`config.mk`:
```
export PLATFORM = sky130hd
export DESIGN_NAME = zero_word_codec
export DESIGN_NICKNAME = d
export VERILOG_FILES = /design/src/rtl/zrc_pkg.sv /design/src/rtl/zrc_dpath.sv /design/src/rtl/zrc_ctrl.sv /design/src/rtl/zero_word_codec.sv
export SDC_FILE = /design/constraint.sdc
export NUM_CORES = 1
export LEC_CHECK = 0
export BUFFER_PORTS_ARGS = -buffer_cell sky130_fd_sc_hd__buf_2
export CORE_ASPECT_RATIO = 1.1
export CORE_MARGIN = 4
export CORE_UTILIZATION = 30
export CTS_CLUSTER_DIAMETER = 40
export DETAILED_ROUTE_END_ITERATION = 10
export SLEW_MARGIN = 20
export SYNTH_ARGS = -nofsm -noshare
export SYNTH_HDL_FRONTEND = slang
export SYNTH_SLANG_ARGS = --single-unit
```
`constraint.sdc`:
```
create_clock -name clk -period 10.1 [get_ports clk]
set_clock_uncertainty 0.05 [all_clocks]
set_input_delay 0 -clock clk [delete_from_list [all_inputs] [get_ports clk]]
set_output_delay 0 -clock clk [all_outputs]
set_load 0.02 [all_outputs]
```
`src/rtl/zrc_pkg.sv`:
```
package zrc_pkg;
  // strobes from control to datapath, one cycle each
  typedef struct packed {
    logic encEmit;   // packed word leaves the encoder
    logic encTake;   // input word enters the encoder
    logic decFire;   // one token is consumed by the decoder
    logic decLoad;   // packed word enters the decoder
    logic decClear;  // decoder bit buffer is emptied
  } zrc_strobe_t;
endpackage

```
`src/rtl/zrc_dpath.sv`:
```
module zrc_dpath
  import zrc_pkg::*;
#(
  parameter int W = 32,
  parameter int FILL_W = $clog2(2 * W + 1)
) (
  input  logic              clk,
  input  logic              rstN,
  input  zrc_strobe_t       stb,
  input  logic [W-1:0]      inData,
  input  logic [W-1:0]      decIn,
  output logic [FILL_W-1:0] encFill,
  output logic [W-1:0]      encWord,
  output logic [FILL_W-1:0] decFill,
  output logic              decTokValid,
  output logic              decNeedHold,
  output logic              decNeedFire,
  output logic [W-1:0]      decWord
);
  localparam int BUF_W = 2 * W;
  localparam logic [FILL_W-1:0] F_WORD = FILL_W'(W);
  localparam logic [FILL_W-1:0] F_TOK  = FILL_W'(W + 1);
  localparam logic [FILL_W-1:0] F_ONE  = FILL_W'(1);
  localparam logic [FILL_W-1:0] F_BUF  = FILL_W'(BUF_W);

  // ---------------- encoder bit buffer (MSB aligned) ----------------
  logic [BUF_W-1:0]  encBuf, encShift, encNext, encTok;
  logic [FILL_W-1:0] encPost, encFillNext;
  logic              inZero;

  always_comb begin
    inZero      = (inData == '0);
    encTok      = {1'b1, inData, {(W-1){1'b0}}};
    encShift    = stb.encEmit ? (encBuf << W) : encBuf;
    encPost     = stb.encEmit ? ((encFill >= F_WORD) ? encFill - F_WORD : '0) : encFill;
    encNext     = encShift;
    encFillNext = encPost;
    if (stb.encTake) begin
      if (!inZero) encNext = encShift | (encTok >> encPost);
      encFillNext = encPost + (inZero ? F_ONE : F_TOK);
    end
  end

  always_ff @(posedge clk) begin
    if (!rstN) begin
      encBuf  <= '0;
      encFill <= '0;
    end else begin
      encBuf  <= encNext;
      encFill <= encFillNext;
    end
  end

  assign encWord = encBuf[BUF_W-1 -: W];


  enc_fill_chk: assert property (@(posedge clk) disable iff (!rstN) encFill <= F_BUF);

  // ---------------- decoder bit buffer (MSB aligned) ----------------
  logic [BUF_W-1:0]  decBuf, decPostBuf, decNext;
  logic [FILL_W-1:0] decLen, decPostFill, decFireFill, decFillNext;
  logic              decTop, decFireTop;

  always_comb begin
    decTop      = decBuf[BUF_W-1];
    decLen      = decTop ? F_TOK : F_ONE;
    decTokValid = (decFill != '0) && (!decTop || decFill >= F_TOK);
    decWord     = decTop ? decBuf[BUF_W-2 -: W] : '0;
    decNeedHold = !decTokValid;
    decFireFill = decFill - decLen;
    decFireTop  = decTop ? decBuf[BUF_W-2-W] : decBuf[BUF_W-2];
    decNeedFire = (decFireFill == '0) || (decFireTop && decFireFill < F_TOK);
    decPostBuf  = stb.decFire ? (decBuf << decLen) : decBuf;
    decPostFill = stb.decFire ? decFireFill : decFill;
    decNext     = decPostBuf;
    decFillNext = decPostFill;
    if (stb.decLoad) begin
      decNext     = decPostBuf | ({decIn, {W{1'b0}}} >> decPostFill);
      decFillNext = decPostFill + F_WORD;
    end
    if (stb.decClear) begin
      decNext     = '0;
      decFillNext = '0;
    end
  end

  always_ff @(posedge clk) begin
    if (!rstN) begin
      decBuf  <= '0;
      decFill <= '0;
    end else begin
      decBuf  <= decNext;
      decFill <= decFillNext;
    end
  end


  dec_fill_chk: assert property (@(posedge clk) disable iff (!rstN) decFill <= F_BUF);
endmodule

```
`src/rtl/zrc_ctrl.sv`:
```
module zrc_ctrl
  import zrc_pkg::*;
#(
  parameter int W = 32,
  parameter int CNT_W = 16,
  parameter int FILL_W = $clog2(2 * W + 1)
) (
  input  logic              clk,
  input  logic              rstN,
  input  logic              inValid,
  input  logic              encReady,
  input  logic              flush,
  input  logic [FILL_W-1:0] encFill,
  input  logic              decInValid,
  input  logic              decOutReady,
  input  logic              decStart,
  input  logic [CNT_W-1:0]  decCount,
  input  logic              decTokValid,
  input  logic              decNeedHold,
  input  logic              decNeedFire,
  output zrc_strobe_t       stb,
  output logic              inReady,
  output logic              encValid,
  output logic              decInReady,
  output logic              decOutValid
);
  localparam logic [FILL_W-1:0] F_WORD = FILL_W'(W);
  localparam logic [FILL_W-1:0] F_LAST = FILL_W'(W - 1);
  localparam logic [CNT_W-1:0]  C_ONE  = CNT_W'(1);

  logic              flushPend;
  logic [CNT_W-1:0]  remain;
  logic [FILL_W-1:0] encPost;
  logic              encEmit, decFire, lastFire, startOk;

  // ---------------- encoder flow ----------------
  always_comb begin
    encValid = (encFill >= F_WORD) || (flushPend && encFill != '0);
    encEmit  = encValid && encReady;
    encPost  = encEmit ? ((encFill >= F_WORD) ? encFill - F_WORD : '0) : encFill;
    inReady  = !flushPend && (encPost <= F_LAST);
  end

  always_ff @(posedge clk) begin
    if (!rstN)                         flushPend <= 1'b0;
    else if (flush)                    flushPend <= 1'b1;
    else if (flushPend && encPost == '0) flushPend <= 1'b0;
  end

  // ---------------- decoder flow ----------------
  always_comb begin
    startOk     = decStart && (remain == '0);
    decOutValid = (remain != '0) && decTokValid;
    decFire     = decOutValid && decOutReady;
    lastFire    = decFire && (remain == C_ONE);
    decInReady  = (remain != '0) && !lastFire && (decFire ? decNeedFire : decNeedHold);
  end

  always_ff @(posedge clk) begin
    if (!rstN)        remain <= '0;
    else if (startOk) remain <= decCount;
    else if (decFire) remain <= remain - C_ONE;
  end

  always_comb begin
    stb.encEmit  = encEmit;
    stb.encTake  = inValid && inReady;
    stb.decFire  = decFire;
    stb.decLoad  = decInValid && decInReady;
    stb.decClear = startOk || lastFire;
  end


  enc_hold_chk: assert property (@(posedge clk) disable iff (!rstN)
    encValid && !encReady |=> encValid);

  flush_block_chk: assert property (@(posedge clk) disable iff (!rstN)
    flush |=> !inReady);

  dec_hold_chk: assert property (@(posedge clk) disable iff (!rstN)
    decOutValid && !decOutReady |=> decOutValid);

  dec_stop_chk: assert property (@(posedge clk) disable iff (!rstN)
    lastFire |=> !decOutValid && !decInReady);
endmodule

```
`src/rtl/zero_word_codec.sv`:
```
module zero_word_codec
  import zrc_pkg::*;
#(
  parameter int W = 32,
  parameter int CNT_W = 16
) (
  input  logic             clk,
  input  logic             rstN,
  input  logic [W-1:0]     inData,
  input  logic             inValid,
  output logic             inReady,
  input  logic             flush,
  output logic [W-1:0]     encData,
  output logic             encValid,
  input  logic             encReady,
  input  logic [W-1:0]     decIn,
  input  logic             decInValid,
  output logic             decInReady,
  input  logic             decStart,
  input  logic [CNT_W-1:0] decCount,
  output logic [W-1:0]     decOut,
  output logic             decOutValid,
  input  logic             decOutReady
);
  localparam int FILL_W = $clog2(2 * W + 1);

  zrc_strobe_t       stb;
  logic [FILL_W-1:0] encFill, decFill;
  logic              decTokValid, decNeedHold, decNeedFire;

  zrc_ctrl #(.W(W), .CNT_W(CNT_W), .FILL_W(FILL_W)) u_ctrl (
    .clk(clk), .rstN(rstN), .inValid(inValid), .encReady(encReady), .flush(flush),
    .encFill(encFill), .decInValid(decInValid), .decOutReady(decOutReady),
    .decStart(decStart), .decCount(decCount), .decTokValid(decTokValid),
    .decNeedHold(decNeedHold), .decNeedFire(decNeedFire), .stb(stb),
    .inReady(inReady), .encValid(encValid), .decInReady(decInReady),
    .decOutValid(decOutValid)
  );

  zrc_dpath #(.W(W), .FILL_W(FILL_W)) u_dpath (
    .clk(clk), .rstN(rstN), .stb(stb), .inData(inData), .decIn(decIn),
    .encFill(encFill), .encWord(encData), .decFill(decFill),
    .decTokValid(decTokValid), .decNeedHold(decNeedHold),
    .decNeedFire(decNeedFire), .decWord(decOut)
  );


  dec_data_chk: assert property (@(posedge clk) disable iff (!rstN)
    decOutValid && !decOutReady |=> $stable(decOut));

  enc_data_chk: assert property (@(posedge clk) disable iff (!rstN)
    encValid && !encReady |=> $stable(encData));
endmodule

```
# Word level (Yosys, flattened, before mapping)
# Cells that the tools add are included.
# word_totals
out_inout_bits,68
wordCells,73
in_bits,88
regBits,159
# op_classes
add_sub_neg,5
shifts,3
reduce_logical,32
bitwise,3
eq_ne,1
n_lt_le_gt_ge,4
muxes,19
# ops
operator,n
$mux 64,5
$or 64x64->64,2
$shr 64x7->64,2
$shl 64x7->64,1
$mux 7,5
$logic_not 32->1,1
$mux 16,2
$mux 32,1
$eq 16x1->1 const B,1
$logic_not 16->1,1
$reduce_bool 16->1,1
$sub 16x1->16 const B,1
$ge 7x6->1 const B,2
$logic_and 1x1->1,14
$logic_not 7->1,2
$reduce_bool 7->1,2
$mux 6,2
$add 7x6->7 const B,1
$add 7x7->7,1
$le 7x5->1 const B,1
$lt 7x6->1 const B,1
$sub 7x6->7 const B,1
$sub 7x7->7,1
$logic_not 1->1,4
other kinds (5),12

# Depth between registers and ports, before layout
# logic_depth
depth_word,11
ltp_mapped,17
mapped_depth_nobuf,12

# Cells and area by module
# From an unflattened synthesis, not the netlist that was laid out.
# hier_totals
cells_unflattened,1811
hier_area_um2,13705.6
# by_module_without_submodules
module,cells_per_inst,area_per_inst_um2,n_inst,seq_area_each_um2
zrc_dpath,1668,12573.3,1,2842.7
zrc_ctrl,143,1132.3,1,340.3

# Worst setup path before layout
# Ideal clock, no wire load.
# synth_timing
kind,register -> register
startpoint,register u_dpath.decFill[0]
endpoint,register u_dpath.decBuf[18]
period_less_slack_ps,3952
required_time_ps,9976
n_path_buf,4
t_arrival_ps,3828
path_stages_with_launch,15
setup_ps,74
path_slack_ps,6148
path_cell_list,dfxtp_1 > buf_2 > clkinv_1 > buf_1 > ha_1 > nor4b_1 > o21a_1 > nor3_4 > clkbuf_1 > nand3_1 > xor2_1 > and3_1 > clkbuf_1 > inv_1 > o21ai_0
# synth_between
elab_chain_cells,11
elab_cells_between_ends,25
cone_classes,add/sub: 1; order compare: 2; shift: 1; mux: 4; bitwise: 1; reduce/logical: 16
# synth_lines
element,line,text
"start, declared",zrc_dpath.sv:14,"output logic [FILL_W-1:0] decFill,"
"start signal, assigned",zrc_dpath.sv:93,decFill <= decFillNext;
"parallel branches: the longest is 11 deep, another holds $ge 7x6->1",-,
"end signal, assigned",zrc_dpath.sv:92,decBuf <= decNext;
"end, declared",zrc_dpath.sv:60,"logic [BUF_W-1:0] decBuf, decPostBuf, decNext;"
# Parallel ways; which one is timed is not known.
# A chain may end at the register's enable or synchronous reset.

# Final worst setup path
# layout_timing
startpoint,register u_dpath.decFill[0]
endpoint,register u_dpath.decBuf[5]
# Same word-level chain as after synthesis.

==> qor.txt <==
Status - completed
TritonCTS Buffers - 17
Type of the most critical hold path - in2reg
Final Setup Violations - 0
Starting Density - 30.6%
CTS clk-pin slew, worst paths - 70 ps
Gate Count Post-Synth - 1792
CP arrival - 6280 ps
Syn nets - 1890
Leading area contributor after synthesis - dfxtp_1
Yosys top cell area share - 23.8%
Max_cap viols - 0
Ys flop type - dfxtp_1
Critical path type - reg2reg
Worst setup SP type - register
Total power - 5900 uW
Seq/Total Area, Yosys - 23.8%
IO Pins - 156
PortBufs - 155
CTS tree - done
Clk sinks - 159
Peak supply drop - 204 uV
Skew-Pair Late Insertion Delay - 460 ps
Final Hold Fails - 0
Count leader, synth - nand2_1
Crit path top cell by count - mux2i_1
Setup_tns - 0 ps
Core box area - 43600 um2
DR DRC count - 0
Pin count of the biggest net entering global routing - 103
Syn-to-layout area delta - 13.0%
P_leak - 0.00619 uW
RSZ-0062 raised after global routing - false
FMAX - 0.167 GHz
Synth warn - 0
Netlist Area Pre-Place - 13400 um2
Drt wl/cell - 21.0 um
Synth area leaders - dfxtp_1, mux2i_1, nand2_1, nor2_1, a21oi_1
Total Routed Length - 50600 um
Slowest-stage cell, CP - dfxtp_1
Fin crit share - 59.2%
Power Density - 391 nW/um2
DR vias/cell - 5.92
Crit path capture type - register
Slew HR - 26.0%
GR Overflow Total - 0
CTS Buffer Depth - 2
DRT iter0 DRCs - 1680
CP peak stage delay - 930 ps
ANT cells - 0
Crit-path cells - clkinv_1, ha_1, nor4b_1, o21a_1, nor3_4, buf_4, xnor2_4, mux2i_1, mux2i_1, o21ai_0, mux2i_1, a311oi_1
Number of synthesized register bits - 159
Initial antenna violation count - 0
Layout cells sized above 1 - 15.0%
Rows - 80
Post-synth EDFFs - 0
Unique cell type count in the Yosys netlist - 81
Total die area - 48000 um2
Die width - 209 um
DIE HEIGHT - 229 um
Via Count - 14300
CTS H-Tree Depth - 4
First-pass GRT wire length - 78000 um
Top post-synthesis cells by count - nand2_1, nor2_1, mux2i_1
Vias in the first global route - 13400
Post-route ant nets - 0
Worst-Margin Slew - 1110 ps
Routability cong. - 0.968
CP Max Fanout - 59
Drt first pass iters - 7
Number of nets in the layout - 1920
Half-perimeter wire length after placement - 36800 um
Max-slew violation total from the final report - 0
Post-synth ARST share - 0%
Clk root buf - clkbuf_16
Syn avg cell area - 7.45 um2
Worst EP required - 10400 ps
Total Routing Usage GR - 20.0%
Min Tclk post-route - 5980 ps
worst max-delay path, delay by kind of cell (launching register included):
kind                     cells  cell delay [ps]
XOR/XNOR                     1              440
AO/OA/AOI/OAI                3             1370
AND/OR/NAND/NOR              2              410
multiplexers                 3              840
buffers and inverters        2             1350
flip-flops                   1              930
adder cells (fa/ha/maj)      1              450
cell usage in the layout (no fill, tap or decap), drive strengths merged, types with 14 or more instances in the layout:
cell         instances
nor4                14
a21oi              137
buf                184
o21ai               82
a221o               16
a221oi              69
o22a                32
a22o                15
nand2              205
a22oi               24
xnor2               19
o22ai               24
a31oi               35
mux2i              196
dlygate4sd3         25
dfxtp              159
inv                 19
clkbuf              17
nor2               204
nand3               47
and3                35
nand4               31
nor3                34
and2                41
mux2                26
logic make-up (layout without fill, tap and decap cells):
logic type | after synthesis | after routing | share of synthesized area [%]
compound gates | 512 | 512 | 26.2
xor+xnor | 28 | 28 | 2.03
fa+ha+maj | 10 | 10 | 0.937
buf+inv | 212 | 255 | 7.24
flops | 159 | 159 | 23.8
mux | 223 | 223 | 17.1
simple gates | 648 | 648 | 22.7
routing by layer:
metal | routed length [um] | part of all wire, % | global-route usage, % | vias up
li1 | - | - | - | 6675
met1 | 20300 | 40 | 25.1 | 6736
met2 | 24200 | 48 | 33.7 | 728
met3 | 3870 | 7.7 | 3.64 | 128
met4 | 2180 | 4.3 | 8.71 | 0
met5 | 0 | 0 | 0 | -
path summary, 6_finish.rpt:
kind                                      start                             to  slack, ps  cells after the start
setup / recovery  u_dpath.decFill[0]$_SDFF_PP0_   u_dpath.decBuf[5]$_SDFF_PP0_       4120                     12
hold / removal                        inData[1]   u_dpath.encBuf[3]$_SDFF_PN0_         80                      5
setup reg to reg  u_dpath.decFill[0]$_SDFF_PP0_   u_dpath.decBuf[5]$_SDFF_PP0_       4120                     12
hold reg to reg   u_dpath.encBuf[25]$_SDFF_PN0_  u_dpath.encBuf[25]$_SDFF_PN0_        410                      2
flip-flops by register name (all words and copies together), names as in the netlist:
| name | cells |
|---|---|
| u_dpath.decBuf | 64 |
| u_dpath.encBuf | 64 |
| u_ctrl.remain | 16 |
| u_dpath.decFill | 7 |
| u_dpath.encFill | 7 |
| u_ctrl.flushPend | 1 |
power breakdown:
group          internal, uW  total (uW)  switching [uW]
Clock                   397         709             312
Combinational          1430        4260            2830
Sequential              773         933             160
final cells by class:
class	count	area, um2
Multi-Input combinational cell	1421	9260
Clock buffer	17	425
Timing Repair Buffer	209	1240
Inverter	14	52.6
Sequential cell	159	3180
Tap cell	574	718
Clock inverter	15	198
Fill cell	4715	28600
through the flow:
step                      util (%)  setup WS (ps)  std cells  hold slack, ps  cell area [um2]
after global routing          34.6           3770       2409             100            15100
after CTS                     34.5           4200       2409            57.7            15100
after detailed placement      32.5           4210       2352             169            14200
after floorplan                  -           6150       1792            67.4            13400
final                         34.6           4120       2409            80.5            15100
after global placement        32.5           4280       2352             160            14200
timing repair:
item                                   4_1_cts  5_1_grt
setup buffers                                0        0
hold buffers                                25        0
endpoints found under the hold margin       20        0
resized for setup                            0        0
No activity file was read; power rests on OpenSTA's default activity.
